## config.mk

```make
export PLATFORM = sky130hd
export DESIGN_NAME = uart_tx_rs485
export DESIGN_NICKNAME = d
export VERILOG_FILES = /design/src/rtl/uart_tx_pkg.sv /design/src/rtl/tx_hold_stage.sv /design/src/rtl/tx_bit_timer.sv /design/src/rtl/tx_frame_shifter.sv /design/src/rtl/uart_tx_rs485.sv
export SDC_FILE = /design/constraint.sdc
export NUM_CORES = 1
export LEC_CHECK = 0
export BUFFER_PORTS_ARGS = -buffer_cell sky130_fd_sc_hd__clkbuf_2
export CAP_MARGIN = 0
export CORE_UTILIZATION = 45
export CTS_CLUSTER_DIAMETER = 150
export DETAILED_ROUTE_END_ITERATION = 10
export PLACE_DENSITY_LB_ADDON = 0.25
export SKIP_CTS_REPAIR_TIMING = 1
export SLEW_MARGIN = 10
export SYNTH_ARGS = -nofsm -noshare
export SYNTH_HDL_FRONTEND = slang
export SYNTH_SLANG_ARGS = --single-unit
```

## constraint.sdc

```tcl
create_clock -name clk -period 11.15 [get_ports clk]
set_input_delay 2.23 -clock clk [delete_from_list [all_inputs] [get_ports clk]]
set_output_delay 2.23 -clock clk [all_outputs]
set_load 0.03 [all_outputs]
```

## src/rtl/uart_tx_pkg.sv

```systemverilog
package uart_tx_pkg;
  typedef struct packed {
    logic par_en;
    logic par_odd;
    logic two_stop;
  } frame_cfg_t;
endpackage

```

## src/rtl/tx_hold_stage.sv

```systemverilog
module tx_hold_stage #(
  parameter int DATA_W = 8
) (
  input  logic              clk,
  input  logic              rst_n,
  input  logic              in_valid,
  input  logic [DATA_W-1:0] in_data,
  input  logic              take,
  output logic              full,
  output logic [DATA_W-1:0] data_q
);
  logic accept;
  assign accept = in_valid && !full;

  always_ff @(posedge clk or negedge rst_n) begin
    if (!rst_n) begin
      full   <= 1'b0;
      data_q <= '0;
    end else if (accept) begin
      full   <= 1'b1;
      data_q <= in_data;
    end else if (take) begin
      full   <= 1'b0;
    end
  end


  hold_drain_chk: assert property (@(posedge clk) disable iff (!rst_n)
    (full && take) |=> !full);
endmodule

```

## src/rtl/tx_bit_timer.sv

```systemverilog
module tx_bit_timer #(
  parameter int DIV_W = 16
) (
  input  logic             clk,
  input  logic             rst_n,
  input  logic             start,
  input  logic             run,
  input  logic [DIV_W-1:0] div,
  output logic             tick
);
  logic [DIV_W-1:0] cnt;
  logic [DIV_W-1:0] div_q;

  assign tick = run && (cnt == '0);

  always_ff @(posedge clk or negedge rst_n) begin
    if (!rst_n) begin
      cnt   <= '0;
      div_q <= DIV_W'(1);
    end else if (start) begin
      div_q <= div;
      cnt   <= div - DIV_W'(1);
    end else if (run) begin
      cnt   <= (cnt == '0) ? div_q - DIV_W'(1) : cnt - DIV_W'(1);
    end
  end
endmodule

```

## src/rtl/tx_frame_shifter.sv

```systemverilog
module tx_frame_shifter
  import uart_tx_pkg::*;
#(
  parameter int DATA_W = 8
) (
  input  logic              clk,
  input  logic              rst_n,
  input  logic              load,
  input  logic [DATA_W-1:0] data,
  input  frame_cfg_t        cfg,
  input  logic              tick,
  output logic              busy,
  output logic              last_end,
  output logic              txd
);
  localparam int FRAME_W = DATA_W + 4;
  localparam int CNT_W   = $clog2(FRAME_W + 1);

  logic [FRAME_W-1:0] frame;
  logic [FRAME_W-1:0] sreg;
  logic [CNT_W-1:0]   nbits;
  logic [CNT_W-1:0]   left;
  logic               par;

  always_comb begin
    par   = cfg.par_odd ? ~(^data) : (^data);
    frame = cfg.par_en ? {2'b11, par, data, 1'b0} : {3'b111, data, 1'b0};
    nbits = CNT_W'(DATA_W + 2) + CNT_W'(cfg.par_en) + CNT_W'(cfg.two_stop);
  end

  assign last_end = tick && (left == CNT_W'(1));
  assign txd      = busy ? sreg[0] : 1'b1;

  always_ff @(posedge clk or negedge rst_n) begin
    if (!rst_n) begin
      busy <= 1'b0;
      sreg <= '1;
      left <= '0;
    end else if (load) begin
      busy <= 1'b1;
      sreg <= frame;
      left <= nbits;
    end else if (tick) begin
      sreg <= {1'b1, sreg[FRAME_W-1:1]};
      left <= left - CNT_W'(1);
      if (left == CNT_W'(1)) busy <= 1'b0;
    end
  end


  bit_hold_chk: assert property (@(posedge clk) disable iff (!rst_n)
    (busy && !tick) |=> $stable(txd));
endmodule

```

## src/rtl/uart_tx_rs485.sv

```systemverilog
module uart_tx_rs485
  import uart_tx_pkg::*;
#(
  parameter int DATA_W = 8,
  parameter int DIV_W  = 16
) (
  input  logic              clk,
  input  logic              rst_n,
  input  logic [DIV_W-1:0]  cfg_div,
  input  logic              cfg_par_en,
  input  logic              cfg_par_odd,
  input  logic              cfg_two_stop,
  input  logic              tc_ie,
  input  logic              tc_clr,
  input  logic              in_valid,
  output logic              in_ready,
  input  logic [DATA_W-1:0] in_data,
  output logic              txd,
  output logic              tc_flag,
  output logic              tc_irq,
  output logic              de
);
  frame_cfg_t        cfg;
  logic              hold_full;
  logic [DATA_W-1:0] hold_data;
  logic              sh_busy;
  logic              last_end;
  logic              tick;
  logic              load;
  logic              accept;
  logic              tc_set;

  assign cfg      = '{par_en: cfg_par_en, par_odd: cfg_par_odd, two_stop: cfg_two_stop};
  assign in_ready = !hold_full;
  assign accept   = in_valid && !hold_full;
  assign load     = hold_full && (!sh_busy || last_end);
  assign tc_set   = last_end && !hold_full && !in_valid;
  assign tc_irq   = tc_flag && tc_ie;

  tx_hold_stage #(.DATA_W(DATA_W)) u_hold (
    .clk(clk), .rst_n(rst_n), .in_valid(in_valid), .in_data(in_data),
    .take(load), .full(hold_full), .data_q(hold_data)
  );

  tx_bit_timer #(.DIV_W(DIV_W)) u_timer (
    .clk(clk), .rst_n(rst_n), .start(load), .run(sh_busy),
    .div(cfg_div), .tick(tick)
  );

  tx_frame_shifter #(.DATA_W(DATA_W)) u_shift (
    .clk(clk), .rst_n(rst_n), .load(load), .data(hold_data), .cfg(cfg),
    .tick(tick), .busy(sh_busy), .last_end(last_end), .txd(txd)
  );

  always_ff @(posedge clk or negedge rst_n) begin
    if (!rst_n) begin
      tc_flag <= 1'b0;
      de      <= 1'b0;
    end else begin
      if (tc_set)                tc_flag <= 1'b1;
      else if (accept || tc_clr) tc_flag <= 1'b0;
      if (accept)                de <= 1'b1;
      else if (tc_set)           de <= 1'b0;
    end
  end


  stall_release_chk: assert property (@(posedge clk) disable iff (!rst_n)
    (!in_ready && !sh_busy) |=> in_ready);

  tc_line_idle_chk: assert property (@(posedge clk) disable iff (!rst_n)
    $rose(tc_flag) |-> (!sh_busy && in_ready));

  de_cover_chk: assert property (@(posedge clk) disable iff (!rst_n)
    sh_busy |-> de);

  de_release_chk: assert property (@(posedge clk) disable iff (!rst_n)
    $fell(de) |-> $rose(tc_flag));
endmodule

```

* Word-level counts from Yosys, hierarchy flattened
Cells that the tools add are included.
** Storage, ports and cells
- Input bits :: 32
- Register bits :: 60
- Output and inout port bits :: 5
** Cells by class
- Bitwise logic cells :: 1
- $add $sub $neg :: 6
- Equal/unequal tests :: 1
- Multiplexer cells :: 19
- Reduce and logical (&&, ||, !) cells :: 21
** Operator list (count)
- 16-bit two-way mux :: 3
- 16-bit by 1-bit subtractor with 16-bit output (second input constant) :: 3
- 12-bit two-way mux :: 2
- 16-bit zero test :: 1
- 2-bit nonzero test :: 6
- 1-bit two-way mux :: 11
- 10-bit two-way mux :: 1
- 4-bit two-way mux :: 2
- 8-bit XOR reduction :: 1
- 1-bit logical AND :: 7
- 4-bit by 1-bit adder with 4-bit output :: 1
- 4-bit by 1-bit adder with 4-bit output (first input constant) :: 1
- 4-bit by 1-bit == test with 1-bit output (second input constant) :: 1
- 4-bit by 1-bit subtractor with 4-bit output (second input constant) :: 1
- 1-bit zero test :: 3
- 1-bit logical OR :: 2
- 2-bit AND reduction :: 1
- 1-bit inverter :: 1

* Longest topological paths before layout
Gate-level depths: netlist of run 1.
- Depth in word-level cells :: 7
- Gate-level depth with buffers :: 16

* Cells and area by module
A second synthesis of run 1 with hierarchy kept.
** Second synthesis, totals
- Cells, all modules :: 330
- Area total of the unflattened synthesis :: 3303.2 µm²
** Modules (own cells, without submodules)
- tx_bit_timer :: cells each 222, area each 2009.4 µm², seq. area each 802.0 µm², times used 1
- tx_frame_shifter :: cells each 76, area each 812.0 µm², seq. area each 387.9 µm², times used 1
- tx_hold_stage :: cells each 21, area each 374.1 µm², seq. area each 225.2 µm², times used 1
- uart_tx_rs485 :: cells each 11, area each 107.6 µm², seq. area each 50.0 µm², times used 1

* Worst setup path after synthesis of run 1
No wires, ideal clock.
- Kind :: input-to-output
- From :: input port tc_ie
- To :: output port tc_irq
- Stages :: 1
- Path buffers :: 0
- Path slack :: 6.414 ns
- Data arrival time :: 2.506 ns
- Path through :: and2_1
** Between the ends
- Cells in the longest elaborated chain, start to end :: 1
** Ends and longest elaborated chain
- start, declared :: line uart_tx_rs485.sv:13 : input logic tc_ie,
- 1-bit logical AND :: line uart_tx_rs485.sv:38 : assign tc_irq = tc_flag && tc_ie;
- end, declared :: line uart_tx_rs485.sv:20 : output logic tc_irq,
No other way between the ends.

* Worst setup path in the final report of run 1
Ends and elaborated chain as after synthesis.

==> results of run 1 <==
final timing paths:
path,cells past startpoint,endpoint,slack (ns)
min in group asynchronous,2,tc_flag,2.02
setup reg to reg,11,u_timer.cnt[14],7.52
hold / removal,2,u_timer.div_q[4],0.46
hold reg to reg,2,u_timer.div_q[4],0.46
max in group asynchronous,2,u_timer.div_q[5],8.64
setup / recovery,3,tc_irq,6.33
through the flow:
stage,util (%),hold slack [ns],instance area [um2],instances
after global placement,51.2,0.447,3570,476
after CTS,54.3,0.467,3790,492
after floorplan,-,0.433,3330,361
final,54.3,0.463,3790,492
after global routing,54.3,0.484,3790,492
after detailed placement,51.2,0.451,3570,476
Yosys cell counts, types with 2 or more instances:
master and number:
clkbuf_1 12, nor3_1 14, o21ai_0 28, a211o_1 3, a21oi_1 14, nor4_4 2
buf_2 6, mux2i_1 9, nand2_1 77, nor2b_1 2, dfrtp_1 47, nand3_1 6
or4_1 4, xnor2_1 11, nand4_4 2, ha_1 4, o32a_1 3, o21a_1 2
o31ai_1 4, xor2_1 4, a31oi_1 6, dfstp_2 11, nand2b_1 7, o32ai_1 4
nor2_1 32, or3_1 7, mux2_2 9, o32ai_2 2, inv_1 5
tightest hold or removal path, delay by kind of cell (launching register included):
family	cells	cell delay (ns)
AND/OR/NAND/NOR	2	0.10
flip-flops	1	0.34
cell families after synthesis:
kind of cell,share of synthesized area [%]
AND/OR/NAND/NOR,25.4
AO/OA/AOI/OAI,16.1
flip-flops,44.0
buffers and inverters,3.27
multiplexers,5.75
XOR/XNOR,3.94
adder cells (fa/ha/maj),1.50
layer usage:
layer,GRT usage (%),up-vias,wire [um]
met3,5.18,13,405
met5,0,-,0
met2,34.6,66,3420
li1,-,1339,-
met1,28.9,1335,3560
met4,11.6,0,146
final cells by class:
class	instances	area, um2	area share, %
Sequential cell	58	1470	38.6
Tap cell	96	120	3.17
Clock buffer	9	124	3.27
Clock inverter	7	93.8	2.47
Inverter	5	18.8	0.495
Timing Repair Buffer	39	203	5.34
Multi-Input combinational cell	278	1770	46.6
cell usage in the layout, fill, tap and decap left out, types with 9 or more instances in the layout:
| cell | synthesis | layout |
|---|---|---|
| a21oi_1 | 14 | 14 |
| nor3_1 | 14 | 14 |
| dfrtp_1 | 47 | 47 |
| dfstp_2 | 11 | 11 |
| clkbuf_2 | 0 | 36 |
| nand2_1 | 77 | 77 |
| mux2_2 | 9 | 9 |
| o21ai_0 | 28 | 28 |
| xnor2_1 | 11 | 11 |
| nor2_1 | 32 | 32 |
| mux2i_1 | 9 | 9 |
| clkbuf_8 | 0 | 9 |
report_power, final:
group	total, W	switching, W	internal, W
combinational	0.000184	0.000101	0.0000830
clock	0.000213	0.0000881	0.000125
sequential	0.000303	0.0000434	0.000260
total	0.000700	0.000232	0.000468
registers in the layout, summed over array words and instances, names as in the netlist:
name / count
u_shift.left: 4
tc_flag: 1
u_timer.div_q: 16
de: 1
u_hold.full: 1
u_hold.data_q: 8
u_shift.sreg: 10
u_shift.busy: 1
u_timer.cnt: 16
==> impl_results.md, run 1 <==
* Largest delay share family, worst path: buffers and inverters
* Initial antenna violation count at 0
* Mapped Area at 3330 um2
* DRT Pass-1 Iters at 4
* Initial Util at 47.7%
* Power, Total at 0.000700 W
* Critical path endpoint category: output port
* Number of synthesized flops with an enable pin at 0
* Worst Tran Pin Value at 0.901 ns
* Crit path max-delay cell type: clkbuf_2
* Worst-path clk slew at 0.07 ns
* Fin nets at 427
* Synth async-reset ratio at 100%
* Worst Setup SP: tc_ie
* Syn Nets at 397
* Synth area leaders: dfrtp_1, dfstp_2, nand2_1, o21ai_0, nor2_1
* Sequential-to-total area share from yosys stat at 44.0%
* Filler Cells Inserted at 640
* WP data required at 8.92 ns
* WL final at 7.53 mm
* Unrepaired setup endpoints after global routing: false
* Vias/cell at 5.60
* Root Driver: clkbuf_8
* Final Setup Violations at 0
* Core Box Area at 6980 um2
* Pwr dens at 185 nW/um2
* Worst EP arrival at 2.59 ns
* Skew-Pair Late Insertion Delay at 0.35 ns
* WL per Instance at 15.3 um
* Final ANT Viol Nets at 0
* Hold/Removal Path Class: reg2reg
* CP Cell Sequence: clkbuf_2 -> and2_1 -> clkbuf_2
* Max Slew Vio Count at 0
* Slew HR at 39.9%
* Vias in the first global route at 2667
* Layout area overhead at 13.9%
* Netlist cell types at 53
* Crit path largest cell delay at 0.17 ns
* Worst IR Drop VDD at 0.108 mV
* Status: finished clean
* Largest net degree at the start of global routing at 59
* Die ar. at 7750 um2
* Cell taking the most area after synthesis: dfrtp_1
* First DRT Iteration DRCs at 148
* Num rows at 30
* Hold_sp: u_timer.div_q[4]
* Final Hold Fails at 0
* Clk buf depth at 2
* Clk_skew at 0.0112 ns
* Crit path time final at 4.82 ns
* Post-synthesis area per instance at 9.23 um2
* H-tree depth at 3
* I/O pin count at 37
* CTS tree: done
* Inserted Diodes at 0
* Top_reg_cell synth: dfrtp_1
* Leakage at 1.61 nW
* Clock net sink count at 58
* Die width at 88.0 um
* Synthesis-stage register bit count at 58
* Worst path buffer plus inverter count at 2
* Crit Path Max Fanout at 1
* Gr usage total at 22.2%
* Fin Setup TNS at 0 ns
* Final Wtd Congestion at 0.842
* First-pass GRT wire length at 13.0 mm
* Final period util at 43.3%
* CTS Buf Count at 9
* Port bufs at 36
* DPL Wire Length at 5.03 mm
* Mapped Cells at 361
* Synth top area share at 35.3%
* Post-route setup slack at 6.33 ns
* Crit start category: primary input
* Yosys Warn Count at 0
* Crit-path most repeated cell: clkbuf_2
* Share of cells above drive strength 1 at 23.2%
* Fmax at 207 MHz
* Pre-CTS setup slack at 6.32 ns
* MaxCap Viol Count at 0
* DRC at 0
* Crit path kind: in2out
* Reg-to-reg startpoint: u_timer.cnt[15]
* Grt total ovfl at 0
* Overall via count from detail_route at 2753
* Die height at 88.0 um
Power figures use the tool's default switching activity.
==> run 2, diff against run 1 <==
==> constraint.sdc (replaced) <==
create_clock -name clk -period 4.4 [get_ports clk]
set_input_delay 0.88 -clock clk [delete_from_list [all_inputs] [get_ports clk]]
set_output_delay 0.88 -clock clk [all_outputs]
set_load 0.03 [all_outputs]
==> run 2 against run 1 <==
Largest power group unchanged. Design area shrank 0.73%. Sequential cell count is the same. Combinational power grew to 2.5 times the previous value. First-iteration DRC count grew 2.0%. Wire length grew 2.1%. Highest routed layer unchanged. Worst hold slack gained 0.00070 ns. Setup slack lost 5.5 ns.
==> impl_results.md, run 2 (synthesis gave the netlist of run 1 again) <==
* Status: finished clean
* CTS Buf Count at 9 (unchanged)
* Filler Cells Inserted at 676 (+5.6%)
* Internal power at 0.00112 W (+140%)
* Hold_sp: u_timer.div_q[5]
* Num rows at 30 (unchanged)
* Max Slew Vio Count at 0 (unchanged)
* Sw frac at 34.2% (+1.1 points)
* R2R depth at 11 (unchanged)
* Worst IR Drop VDD at 0.224 mV (+110%)
* Worst Tran Pin Value at 0.909 ns (+0.00767 ns)
* Pwr dens at 452 nW/um2 (+140%)
* RR Endpoint: u_timer.cnt[14]
* DRT Pass-1 Iters at 4 (unchanged)
* Crit start category: register
* Commonest non-fill, non-tap cell in the layout: nand2_1
* Layout area overhead at 13.0%
* Worst hold path depth at 2 (unchanged)
* Core Box Area at 6980 um2 (unchanged)
* Pre-CTS setup slack at 0.910 ns (-5.41 ns)
* First DRT Iteration DRCs at 151 (+2.0%)
* Die ar. at 7750 um2 (unchanged)
* Post-Place Cells at 476 (unchanged)
* Largest net degree at the start of global routing at 44 (-25%)
* Share of cells above drive strength 1 at 23.2% (unchanged)
* H-tree depth at 3 (unchanged)
* Grt total ovfl at 0 (unchanged)
* DPL Wire Length at 5.47 mm (+8.7%)
* Final period util at 81.2%
* Unrepaired setup endpoints after global routing: false
* Fin nets at 427 (unchanged)
* Clock network power share at 27.0% (-3.4 points)
* Reg power frac at 45.6% (+2.3 points)
* DRC at 0 (unchanged)
* Crit Path Max Fanout at 19 (+18)
* Post-route insts no fill at 492 (unchanged)
* Overall via count from detail_route at 2765 (+0.44%)
* Sw Pwr at 0.000582 W (+150%)
* CTS tree: done
* Hold/Removal Path Class: reg2reg
* Gr usage total at 22.8% (+0.53 points)
* Final Setup Violations at 0 (unchanged)
* MaxCap Viol Count at 0 (unchanged)
* Hold Path Sink: u_timer.div_q[5]
* Top Registers: u_timer.cnt (16), u_timer.div_q (16), u_shift.sreg (10)
* Initial Util at 47.7% (unchanged)
* WL per Instance at 15.6 um (+2.1%)
* WHS at 0.463 ns (+0.000704 ns)
* Clock net sink count at 58 (unchanged)
* FF-to-FF setup slack at 0.83 ns (-6.69 ns)
* Port bufs at 36 (unchanged)
* Initial antenna violation count at 0 (unchanged)
* Crit path kind: reg2reg
* Clk buf depth at 2 (unchanged)
* Vias/cell at 5.62 (+0.44%)
* Leading cell types in the layout, fill and taps excluded: nand2_1, dfrtp_1, clkbuf_2, nor2_1, o21ai_0
* Slew HR at 39.4% (-0.51 points)
* Root Driver: clkbuf_8
* First-pass GRT wire length at 13.4 mm (+3.1%)
* Reg-to-reg startpoint: u_timer.cnt[7]
* Worst-path clk slew at 0.07 ns (about the same)
* Post-route setup slack at 0.825 ns (-5.50 ns)
* Final Wtd Congestion at 0.882 (+4.7%)
* Crit path time final at 3.57 ns
* I/O pin count at 37 (unchanged)
* Final Hold Fails at 0 (unchanged)
* Inserted Diodes at 0 (unchanged)
* Leakage at 1.60 nW (-0.67%)
* Vias in the first global route at 2819 (+5.7%)
* Die width at 88.0 um (unchanged)
* Die height at 88.0 um (unchanged)
* Fin Setup TNS at 0 ns (unchanged)
* WP data required at 4.66 ns (-4.26 ns)
* Comb pwr share at 27.4% (+1.2 points)
* Fmax at 280 MHz
* Critical path endpoint category: register
* WL final at 7.69 mm (+2.1%)
* Final ANT Viol Nets at 0 (unchanged)
* Skew-Pair Late Insertion Delay at 0.33 ns (-0.02 ns)
* Clk_skew at 0.00681 ns (-0.00437 ns)
* Worst EP arrival at 3.83 ns (+1.24 ns)
==> run 2: cell types whose count changed in the layout (fill, tap and decap cells not counted), sizes merged <==
cell    previous run  this run
clkinv             3         2
bufinv             2         0
clkbuf            45        48
==> run 2: how the worst max path moves through the flow <==
stage / start / to / slack [ns] / cells past startpoint
global route: u_timer.cnt[7] / u_timer.cnt[14] / 0.70 / 11
floorplan: u_shift.left[1] / u_timer.cnt[14] / 0.84 / 15
detailed placement: u_timer.cnt[7] / u_timer.cnt[14] / 0.91 / 11
global placement: u_timer.cnt[14] / u_timer.cnt[14] / 1.05 / 11
finish: u_timer.cnt[7] / u_timer.cnt[14] / 0.83 / 11
CTS: u_timer.cnt[7] / u_timer.cnt[14] / 0.88 / 11
==> run 2: worst max-delay path, cell delays in order, from the launching register on <==
cell	delay [ns]
dfrtp_1	0.40
nor3_1	0.45
nand4_4	0.33
o21ai_4	0.30
o21a_1	0.18
ha_1	0.19
inv_1	0.08
or3_1	0.36
o32ai_2	0.25
nand4_2	0.23
or4_1	0.58
a31oi_1	0.17
==> run 2: metal layers <==
layer	wire, um	vias to the layer above	track usage [%]
li1	-	1333	-
met1	3480	1324	29.4
met2	3590	89	36.5
met3	449	19	5.66
met4	181	0	9.53
met5	0	-	0
==> run 2: final cells by class <==
cell class / instances / area (um2) / share of cell area (%)
clock inverters: 4 / 25.0 / 0.665
well taps: 96 / 120 / 3.19
flip-flops and latches: 58 / 1470 / 38.9
inverters: 5 / 18.8 / 0.499
repair buffers: 39 / 203 / 5.38
clock buffers: 12 / 165 / 4.39
multi-input cells: 278 / 1770 / 47.0
==> run 2: per-stage QoR <==
stage	util, %	instance area, um2	power [W]
finish	53.9	3760	0.00170
global route	53.9	3760	0.00181
CTS	53.9	3760	0.00172
detailed placement	51.2	3570	0.00125
global placement	51.2	3570	0.00123
floorplan	-	3330	0.00112
==> run 2: power groups by stage <==
stage	clock [W]	combinational [W]	sequential (W)
floorplan	0	0.000370	0.000751
global placement	0	0.000456	0.000779
detailed placement	0	0.000465	0.000784
CTS	0.000472	0.000468	0.000776
global route	0.000494	0.000525	0.000791
finish	0.000459	0.000466	0.000776
